==> config.mk <==
export PLATFORM = sky130hd
export DESIGN_NAME = rev_alu
export DESIGN_NICKNAME = d
export VERILOG_FILES = /design/src/rtl/rev_alu_pkg.sv /design/src/rtl/rev_alu_regfile.sv /design/src/rtl/rev_alu_rot.sv /design/src/rtl/rev_alu_exec.sv /design/src/rtl/rev_alu.sv
export SDC_FILE = /design/constraint.sdc
export NUM_CORES = 1
export LEC_CHECK = 0
export ABC_CLOCK_PERIOD_IN_PS = 6350
export CAP_MARGIN = 40
export CORE_UTILIZATION = 25
export CTS_BUF_LIST = sky130_fd_sc_hd__clkbuf_16
export CTS_CLUSTER_SIZE = 24
export DETAILED_ROUTE_END_ITERATION = 6
export GPL_ROUTABILITY_DRIVEN = 0
export GPL_TIMING_DRIVEN = 0
export PLACE_DENSITY = 0.44
export SLEW_MARGIN = 20
export SYNTH_ARGS = -nofsm -noshare
export SYNTH_HDL_FRONTEND = slang
export SYNTH_SLANG_ARGS = --single-unit
==> constraint.sdc <==
create_clock -name clk -period 6.35 [get_ports clk]
set_input_delay 0.635 -clock clk [delete_from_list [all_inputs] [get_ports clk]]
set_output_delay 0.635 -clock clk [all_outputs]
set_load 0.02 [all_outputs]
==> src/rtl/rev_alu_pkg.sv <==
package rev_alu_pkg;
   typedef enum logic [2:0] {
      OP_INV  = 3'd0,
      OP_NEG  = 3'd1,
      OP_INC  = 3'd2,
      OP_ADD  = 3'd3,
      OP_XOR  = 3'd4,
      OP_ROT  = 3'd5,
      OP_CAND = 3'd6,
      OP_XAND = 3'd7
   } op_e;
endpackage

==> src/rtl/rev_alu_regfile.sv <==
module rev_alu_regfile #(
   parameter int          WIDTH = 16,
   parameter int          NREG  = 8,
   parameter int unsigned SEED  = 32'h1357,
   localparam int         AW    = $clog2(NREG)
) (
   input  logic             clk,
   input  logic             rst,
   input  logic             we,
   input  logic [AW-1:0]    wa,
   input  logic [WIDTH-1:0] wd,
   input  logic [AW-1:0]    ra,
   input  logic [AW-1:0]    rb,
   input  logic [AW-1:0]    rc,
   input  logic [AW-1:0]    rp,
   output logic [WIDTH-1:0] qa,
   output logic [WIDTH-1:0] qb,
   output logic [WIDTH-1:0] qc,
   output logic [WIDTH-1:0] qp
);
   logic [WIDTH-1:0] mem [NREG];

   always_ff @(posedge clk) begin
      for (int i = 0; i < NREG; i++) begin
         if (rst)
            mem[i] <= WIDTH'(i * SEED);
         else if (we && wa == AW'(i))
            mem[i] <= wd;
      end
   end

   assign qa = mem[ra];
   assign qb = mem[rb];
   assign qc = mem[rc];
   assign qp = mem[rp];
endmodule

==> src/rtl/rev_alu_rot.sv <==
module rev_alu_rot #(
   parameter int  WIDTH = 16,
   localparam int SW    = $clog2(WIDTH)
) (
   input  logic [WIDTH-1:0] din,
   input  logic [SW-1:0]    amt,
   input  logic             right,
   output logic [WIDTH-1:0] dout
);
   logic [SW-1:0]    amt_l;
   logic [WIDTH-1:0] st [SW+1];

   // a right rotate by n equals a left rotate by WIDTH - n
   assign amt_l = right ? (SW'(0) - amt) : amt;
   assign st[0] = din;

   for (genvar s = 0; s < SW; s++) begin : g_stage
      localparam int SH = 2 ** s;
      assign st[s+1] = amt_l[s] ? {st[s][WIDTH-1-SH:0], st[s][WIDTH-1:WIDTH-SH]}
                                : st[s];
   end

   assign dout = st[SW];
endmodule

==> src/rtl/rev_alu_exec.sv <==
module rev_alu_exec
   import rev_alu_pkg::*;
#(
   parameter int  WIDTH = 16,
   parameter int  NREG  = 8,
   localparam int AW    = $clog2(NREG),
   localparam int SW    = $clog2(WIDTH)
) (
   input  op_e              op,
   input  logic             rev,
   input  logic [AW-1:0]    ia,
   input  logic [AW-1:0]    ib,
   input  logic [AW-1:0]    ic,
   input  logic [WIDTH-1:0] va,
   input  logic [WIDTH-1:0] vb,
   input  logic [WIDTH-1:0] vc,
   output logic [WIDTH-1:0] res,
   output logic             reject
);
   logic [WIDTH-1:0] rot_out;
   logic [WIDTH-1:0] prod;
   logic             alias_b;
   logic             alias_c;

   rev_alu_rot #(.WIDTH(WIDTH)) u_rot (
      .din   (va),
      .amt   (vb[SW-1:0]),
      .right (rev),
      .dout  (rot_out)
   );

   assign prod    = vb & vc;
   assign alias_b = (ia == ib);
   assign alias_c = (ia == ic);

   always_comb begin
      res    = va;
      reject = 1'b0;
      unique case (op)
         OP_INV: res = ~va;
         OP_NEG: res = ~va + WIDTH'(1);
         OP_INC: res = rev ? va - WIDTH'(1) : va + WIDTH'(1);
         OP_ADD: begin
            res    = rev ? va - vb : va + vb;
            reject = alias_b;
         end
         OP_XOR: begin
            res    = va ^ vb;
            reject = alias_b;
         end
         OP_ROT: begin
            res    = rot_out;
            reject = alias_b;
         end
         OP_CAND: begin
            if (rev) begin
               res    = '0;
               reject = alias_b || alias_c || (va != prod);
            end else begin
               res    = prod;
               reject = alias_b || alias_c || (va != '0);
            end
         end
         OP_XAND: begin
            res    = va ^ prod;
            reject = alias_b || alias_c;
         end
         default: ;
      endcase
   end
endmodule

==> src/rtl/rev_alu.sv <==
module rev_alu
   import rev_alu_pkg::*;
#(
   parameter int          WIDTH = 16,
   parameter int          NREG  = 8,
   parameter int unsigned SEED  = 32'h1357,
   localparam int         AW    = $clog2(NREG)
) (
   input  logic             clk,
   input  logic             rst,
   input  logic             cmd_valid,
   output logic             cmd_ready,
   input  logic [2:0]       cmd_op,
   input  logic             cmd_rev,
   input  logic [AW-1:0]    cmd_ra,
   input  logic [AW-1:0]    cmd_rb,
   input  logic [AW-1:0]    cmd_rc,
   output logic             resp_valid,
   output logic             resp_err,
   input  logic [AW-1:0]    peek_idx,
   output logic [WIDTH-1:0] peek_data
);
   if (WIDTH < 2 || (WIDTH & (WIDTH - 1)) != 0) begin : g_bad_width
      $error("rev_alu: WIDTH must be a power of two of at least 2");
   end
   if (NREG < 2 || (NREG & (NREG - 1)) != 0) begin : g_bad_nreg
      $error("rev_alu: NREG must be a power of two of at least 2");
   end

   logic             ready_q;
   logic             accept;
   logic             reject;
   logic             wr_en;
   logic [WIDTH-1:0] wr_data;
   logic [WIDTH-1:0] a_val;
   logic [WIDTH-1:0] b_val;
   logic [WIDTH-1:0] c_val;

   rev_alu_regfile #(.WIDTH(WIDTH), .NREG(NREG), .SEED(SEED)) u_rf (
      .clk (clk),
      .rst (rst),
      .we  (wr_en),
      .wa  (cmd_ra),
      .wd  (wr_data),
      .ra  (cmd_ra),
      .rb  (cmd_rb),
      .rc  (cmd_rc),
      .rp  (peek_idx),
      .qa  (a_val),
      .qb  (b_val),
      .qc  (c_val),
      .qp  (peek_data)
   );

   rev_alu_exec #(.WIDTH(WIDTH), .NREG(NREG)) u_exec (
      .op     (op_e'(cmd_op)),
      .rev    (cmd_rev),
      .ia     (cmd_ra),
      .ib     (cmd_rb),
      .ic     (cmd_rc),
      .va     (a_val),
      .vb     (b_val),
      .vc     (c_val),
      .res    (wr_data),
      .reject (reject)
   );

   assign accept    = cmd_valid && ready_q;
   assign wr_en     = accept && !reject;
   assign cmd_ready = ready_q;

   always_ff @(posedge clk) begin
      if (rst) begin
         ready_q    <= 1'b0;
         resp_valid <= 1'b0;
         resp_err   <= 1'b0;
      end else begin
         ready_q    <= 1'b1;
         resp_valid <= accept;
         resp_err   <= accept && reject;
      end
   end
endmodule

# Word-level counts from Yosys, hierarchy flattened

Memories as Yosys holds them, arrays and structs flattened.
Index checks and enable logic that the tools add are counted.

Register bits after elaboration: 3
Bits in read-only memories: 0
RAM bits: 128
Memories: 1
Bits of input ports: 19
Word-level logic and storage cells: 104
Latch bits: 0

Memory list:

| name     | words | width | read ports | clocked after Yosys merged registers in | write ports | RTL line              | RTL |
|---|---|---|---|---|---|---|---|
| u_rf.mem | 8     | 16    | 4          | 0                                       | 8           | rev_alu_regfile.sv:21 | `logic [WIDTH-1:0] mem [NREG];` |

Divide/modulo/power cells: 0
Bitwise operators: 12
Reductions and logical operators: 19
Equal/unequal tests: 17
Add/subtract/negate cells: 6
Multiply operators: 0
Muxes and demuxes: 46
Shifts and indexed selects: 0
$lt $le $gt $ge: 0

Operator list:

| kind                                                                 | number |
|---|---|
| 16-bit two-way mux                                                   | 15 |
| 16-bit one-hot mux with 8 select lines                               | 1 |
| 16-bit by 1-bit adder with 16-bit output, second input constant      | 2 |
| 16-bit XOR                                                           | 2 |
| 1-bit two-way mux                                                    | 28 |
| 3-bit == test, second input constant                                 | 8 |
| 16-bit adder                                                         | 1 |
| 16-bit bitwise AND                                                   | 1 |
| 16-bit != test                                                       | 1 |
| 16-bit NOT                                                           | 1 |
| 16-bit nonzero test                                                  | 1 |
| 16-bit by 1-bit subtractor with 16-bit output, second input constant | 1 |
| 16-bit subtractor                                                    | 1 |
| 3-bit by 2-bit == test with 1-bit output, second input constant      | 4 |
| 1-bit logical AND                                                    | 11 |
| 1-bit bitwise OR                                                     | 8 |
| 3-bit by 1-bit == test with 1-bit output, second input constant      | 2 |
| 3-bit == test                                                        | 2 |
| 3-bit logical NOT                                                    | 2 |
| 4-bit two-way mux                                                    | 1 |
| 1-bit by 4-bit subtractor with 4-bit output, first input constant    | 1 |
| 1-bit logical OR                                                     | 3 |
| 1-bit one-hot mux with 3 select lines                                | 1 |
| 3-bit OR reduction                                                   | 1 |
| 1-bit logical NOT                                                    | 1 |

# Depth between registers and ports, before layout

An unclocked memory read counts as a cell.

Depth after elaboration: 13
Mapped depth: 25
Mapped depth without buffers: 20

# Modules after synthesis

Synthesis repeated with hierarchy kept, for this count alone.

Cell total of the unflattened synthesis: 1071
Area total of the unflattened synthesis: 13067.5 µm²

By module, submodules not included:

| module          | area each (µm²) | seq. area each (µm²) | cells each | instances |
|---|---|---|---|---|
| rev_alu_regfile | 9242.6          | 3843.7               | 532        | 1 |
| rev_alu_exec    | 2909.0          | 0.0                  | 455        | 1 |
| rev_alu_rot     | 823.3           | 0.0                  | 77         | 1 |
| rev_alu         | 92.6            | 60.1                 | 7          | 1 |

# Worst setup path before layout

No wires, ideal clock.

Kind: input -> register
From: input cmd_rb[0]
To: memory u_rf.mem[7][15] (data pin)
Required time: 6.084 ns
Stages: 23
Data arrival time: 5.259 ns
Setup slack: 0.825 ns
Setup time: 0.266 ns
Path buffers: 4
Cell sequence: buf_4 -> buf_2 -> mux4_2 -> mux2_2 -> inv_1 -> clkbuf_1 -> buf_2 -> ha_1 -> nand3_1 -> nor2_1 -> nor3_1 -> a21oi_1 -> o21ai_0 -> ha_1 -> o21a_1 -> o21a_1 -> o21a_1 -> a211oi_1 -> o21ai_0 -> a41oi_1 -> xnor2_1 -> a221oi_4 -> nand2_1

RTL lines:

| element            | RTL line              | RTL |
|---|---|---|
| start: declaration | rev_alu.sv:16         | `input logic [AW-1:0] cmd_rb,` |
| end: declaration   | rev_alu_regfile.sv:21 |  |

==> results.json <==
{
  "seq_area_frac_synth_pct": 30.7,
  "ys_ff_latch": 131,
  "start_util_pct": 25.4,
  "synth_warnings": 0,
  "ys.flop_type": "edfxtp_1",
  "worstMarginPinSlew_ns": 0.969,
  "area_delta_synth_final_pct": 17.1,
  "synthesis.nets": 1198,
  "first_pass_iters": 5,
  "max-slew-margin-rel_pct": 34.9,
  "io_pins": 38,
  "cts_tree": "done",
  "core_um2": 50200,
  "grt-busiest-layer": "met2",
  "path_delay_family": "compound AO/OA/AOI/OAI gates",
  "die_y_um": 228,
  "worstSetupPathType": "input pin to register",
  "clockBufferDepth": 2,
  "setup_violations": 0,
  "power.share.clock_pct": 30.7,
  "via_count": 11200,
  "cp_num_buf_inv": 7,
  "combPwrFrac_pct": 38.0,
  "internal_power_mw": 2.02,
  "synthTopCellsByCount": "mux4_2 (129), edfxtp_1 (128), nor2_1 (110)",
  "grt_pass1_vias": 10800,
  "cts.htree.levels": 4,
  "cts_sinks": 131,
  "yosysUniqueCellTypes": 88,
  "critPathSlowestCell": "ha_1",
  "clk_latency_ns": 0.45,
  "synth_largest_area_cell": "edfxtp_1",
  "via_per_inst": 5.81,
  "ir_worst_vdd_mv": 0.195,
  "max_cap_violations": 0,
  "yosysMostFrequentCell": "mux4_2",
  "status": "finished clean",
  "cp-start-kind": "input pin",
  "drc": 0,
  "drtIter0Drc": 1429,
  "grt_start_max_net_pins": 17,
  "worstPathRequired_ns": 6.52,
  "wl_mm": 55.0,
  "portBuffers": 27,
  "avgSynthCellArea_um2": 11.0,
  "slew_viol_final": 0,
  "synthTopCellsByArea": "edfxtp_1 (30%), mux4_2 (23%), mux2i_1 (4.6%), nor2_1 (3.2%), mux2_2 (2.9%)",
  "fin_skew_ns": 0.0113,
  "p_sw_mw": 1.19,
  "final_util_pct": 29.7,
  "ant_nets": 0,
  "power_density_nw_per_um2": 216,
  "hold_violations": 0,
  "clk_pin_slew_worst_paths_ns": 0.06,
  "leakagePower_nw": 4.85,
  "antenna_found_initial": 0,
  "final.min_clock_period_ns": 6.01,
  "async_flop_share_pct": 0,
  "grt_pass1_wl_mm": 78.8,
  "grt-ovfl-total": 0,
  "n_antenna_cell": 0,
  "slowest_delay_ns": 0.38,
  "arrival_ns": 6.18,
  "grt_use_met2_pct": 35.7,
  "drive_above_1_share_pct": 26.3,
  "place_area_um2": 14200,
  "wire_per_inst_um": 28.6,
  "synth_area_um2": 12700,
  "design_area_um2": 14900,
  "cts_buffers": 17,
  "final_nets": 1280,
  "finalCritPeriodShare_pct": 94.6,
  "grt_util_all_layers_pct": 21.7,
  "fmax_mhz": 166,
  "path_max_fanout": 10,
  "switching_share_pct": 37.1,
  "dp_hpwl_mm": 42.9,
  "fin_tns_setup_ns": 0,
  "critPathCaptureType": "register",
  "cts_root_buf": "clkbuf_16",
  "rows": 82,
  "grtUsageMet1_pct": 28.0,
  "synth_edf_count": 128,
  "dieArea_um2": 51800,
  "globalRouteMet3Util_pct": 4.15,
  "syn_inst": 1158,
  "yosys.area.top_type_share_pct": 30.2,
  "p_seq_share_pct": 31.3,
  "rsz0062_at_grt": "false",
  "hp-class": "register to register",
  "die_width_um": 228
}
-- tightest hold or removal path, delay by kind of cell, from the launching register on --
kind | cells | cell delay (ns)
simple gates | 2 | 0.28
flops | 1 | 0.32
-- timing repair --
action | in CTS | in global routing
buffers inserted | 0 | 1
endpoints found under the setup margin | 8 | 24
resized for setup | 1 | 5
pin swaps | 0 | 1
hold buffers | 0 | 0
-- cell type report --
cell class | instances | area, um2
Buffer | 88 | 450
Clock buffer | 17 | 425
Clock inverter | 15 | 158
Fill cell | 5221 | 35300
Inverter | 23 | 86.3
Multi-Input combinational cell | 916 | 8400
Sequential cell | 131 | 3900
Tap cell | 672 | 841
Timing Repair Buffer | 63 | 637
-- path summary, 6_finish.rpt --
path	start	end	slack, ns	depth (start not counted)
setup reg to reg	u_rf.mem[7][0]	u_rf.mem[1][15]	0.66	22
setup / recovery	cmd_rb[1]	u_rf.mem[1][15]	0.34	25
hold reg to reg	cmd_ready	resp_err	0.65	2
hold / removal	cmd_ready	resp_err	0.65	2
-- per-layer routing --
metal  wire length (um)  part of all wire [%]
met5                  0                     0
met4               2000                   3.6
met3               4590                   8.3
met2              26100                    47
met1              22300                    41
-- sequential cells by signal, indices dropped and copies added (netlist names) --
register    count
u_rf.mem      128
cmd_ready       1
resp_err        1
resp_valid      1
-- placed cells by master, fill, tap and decap left out, types with 27 or more instances in the layout --
cell and n:
mux2i_1 58, o21ai_0 58, mux2_2 33, o211ai_1 37
clkbuf_1 32, buf_2 37, mux4_2 129, nand2_1 85
nor2_1 109, a21oi_1 60, nor3_1 34, edfxtp_1 128
xnor2_1 37, clkdlybuf4s50_1 27
-- logic make-up (layout without fill, tap and decap cells) --
group | after synthesis | in the layout | share of synthesized area [%]
AOI/OAI and AO/OA | 279 | 279 | 15.2
xor gates and xnor gates | 47 | 47 | 3.38
adders and majority gates | 21 | 21 | 2.12
buffers and inverters | 111 | 206 | 4.13
DFF | 131 | 131 | 30.7
muxes | 225 | 225 | 31.2
and+or+nand+nor | 344 | 344 | 13.3
-- power groups by stage --
| stage | Combinational [mW] | Clock, mW | Sequential [mW] |
|---|---|---|---|
| 4_1_cts | 1.19 | 0.998 | 1.01 |
| 5_1_grt | 1.29 | 1.03 | 1.01 |
| 2_1_floorplan | 0.776 | 0 | 1.01 |
| 3_5_place_dp | 1.18 | 0 | 1.02 |
| 3_3_place_gp | 1.14 | 0 | 1.03 |
| 6_report | 1.22 | 0.987 | 1.01 |
-- stage by stage --
| step | setup WS, ns | power, mW | hold slack (ns) | cells |
|---|---|---|---|---|
| 2_1_floorplan | 0.825 | 1.79 | 0.698 | 1158 |
| 3_3_place_gp | -2.19 | 2.17 | 0.661 | 1857 |
| 3_5_place_dp | -0.480 | 2.20 | 0.654 | 1887 |
| 4_1_cts | 0.0588 | 3.19 | 0.664 | 1919 |
| 5_1_grt | 0.00522 | 3.33 | 0.714 | 1925 |
| 6_report | 0.342 | 3.22 | 0.650 | 1925 |
Note: power is estimated with default switching activity, not from simulation.
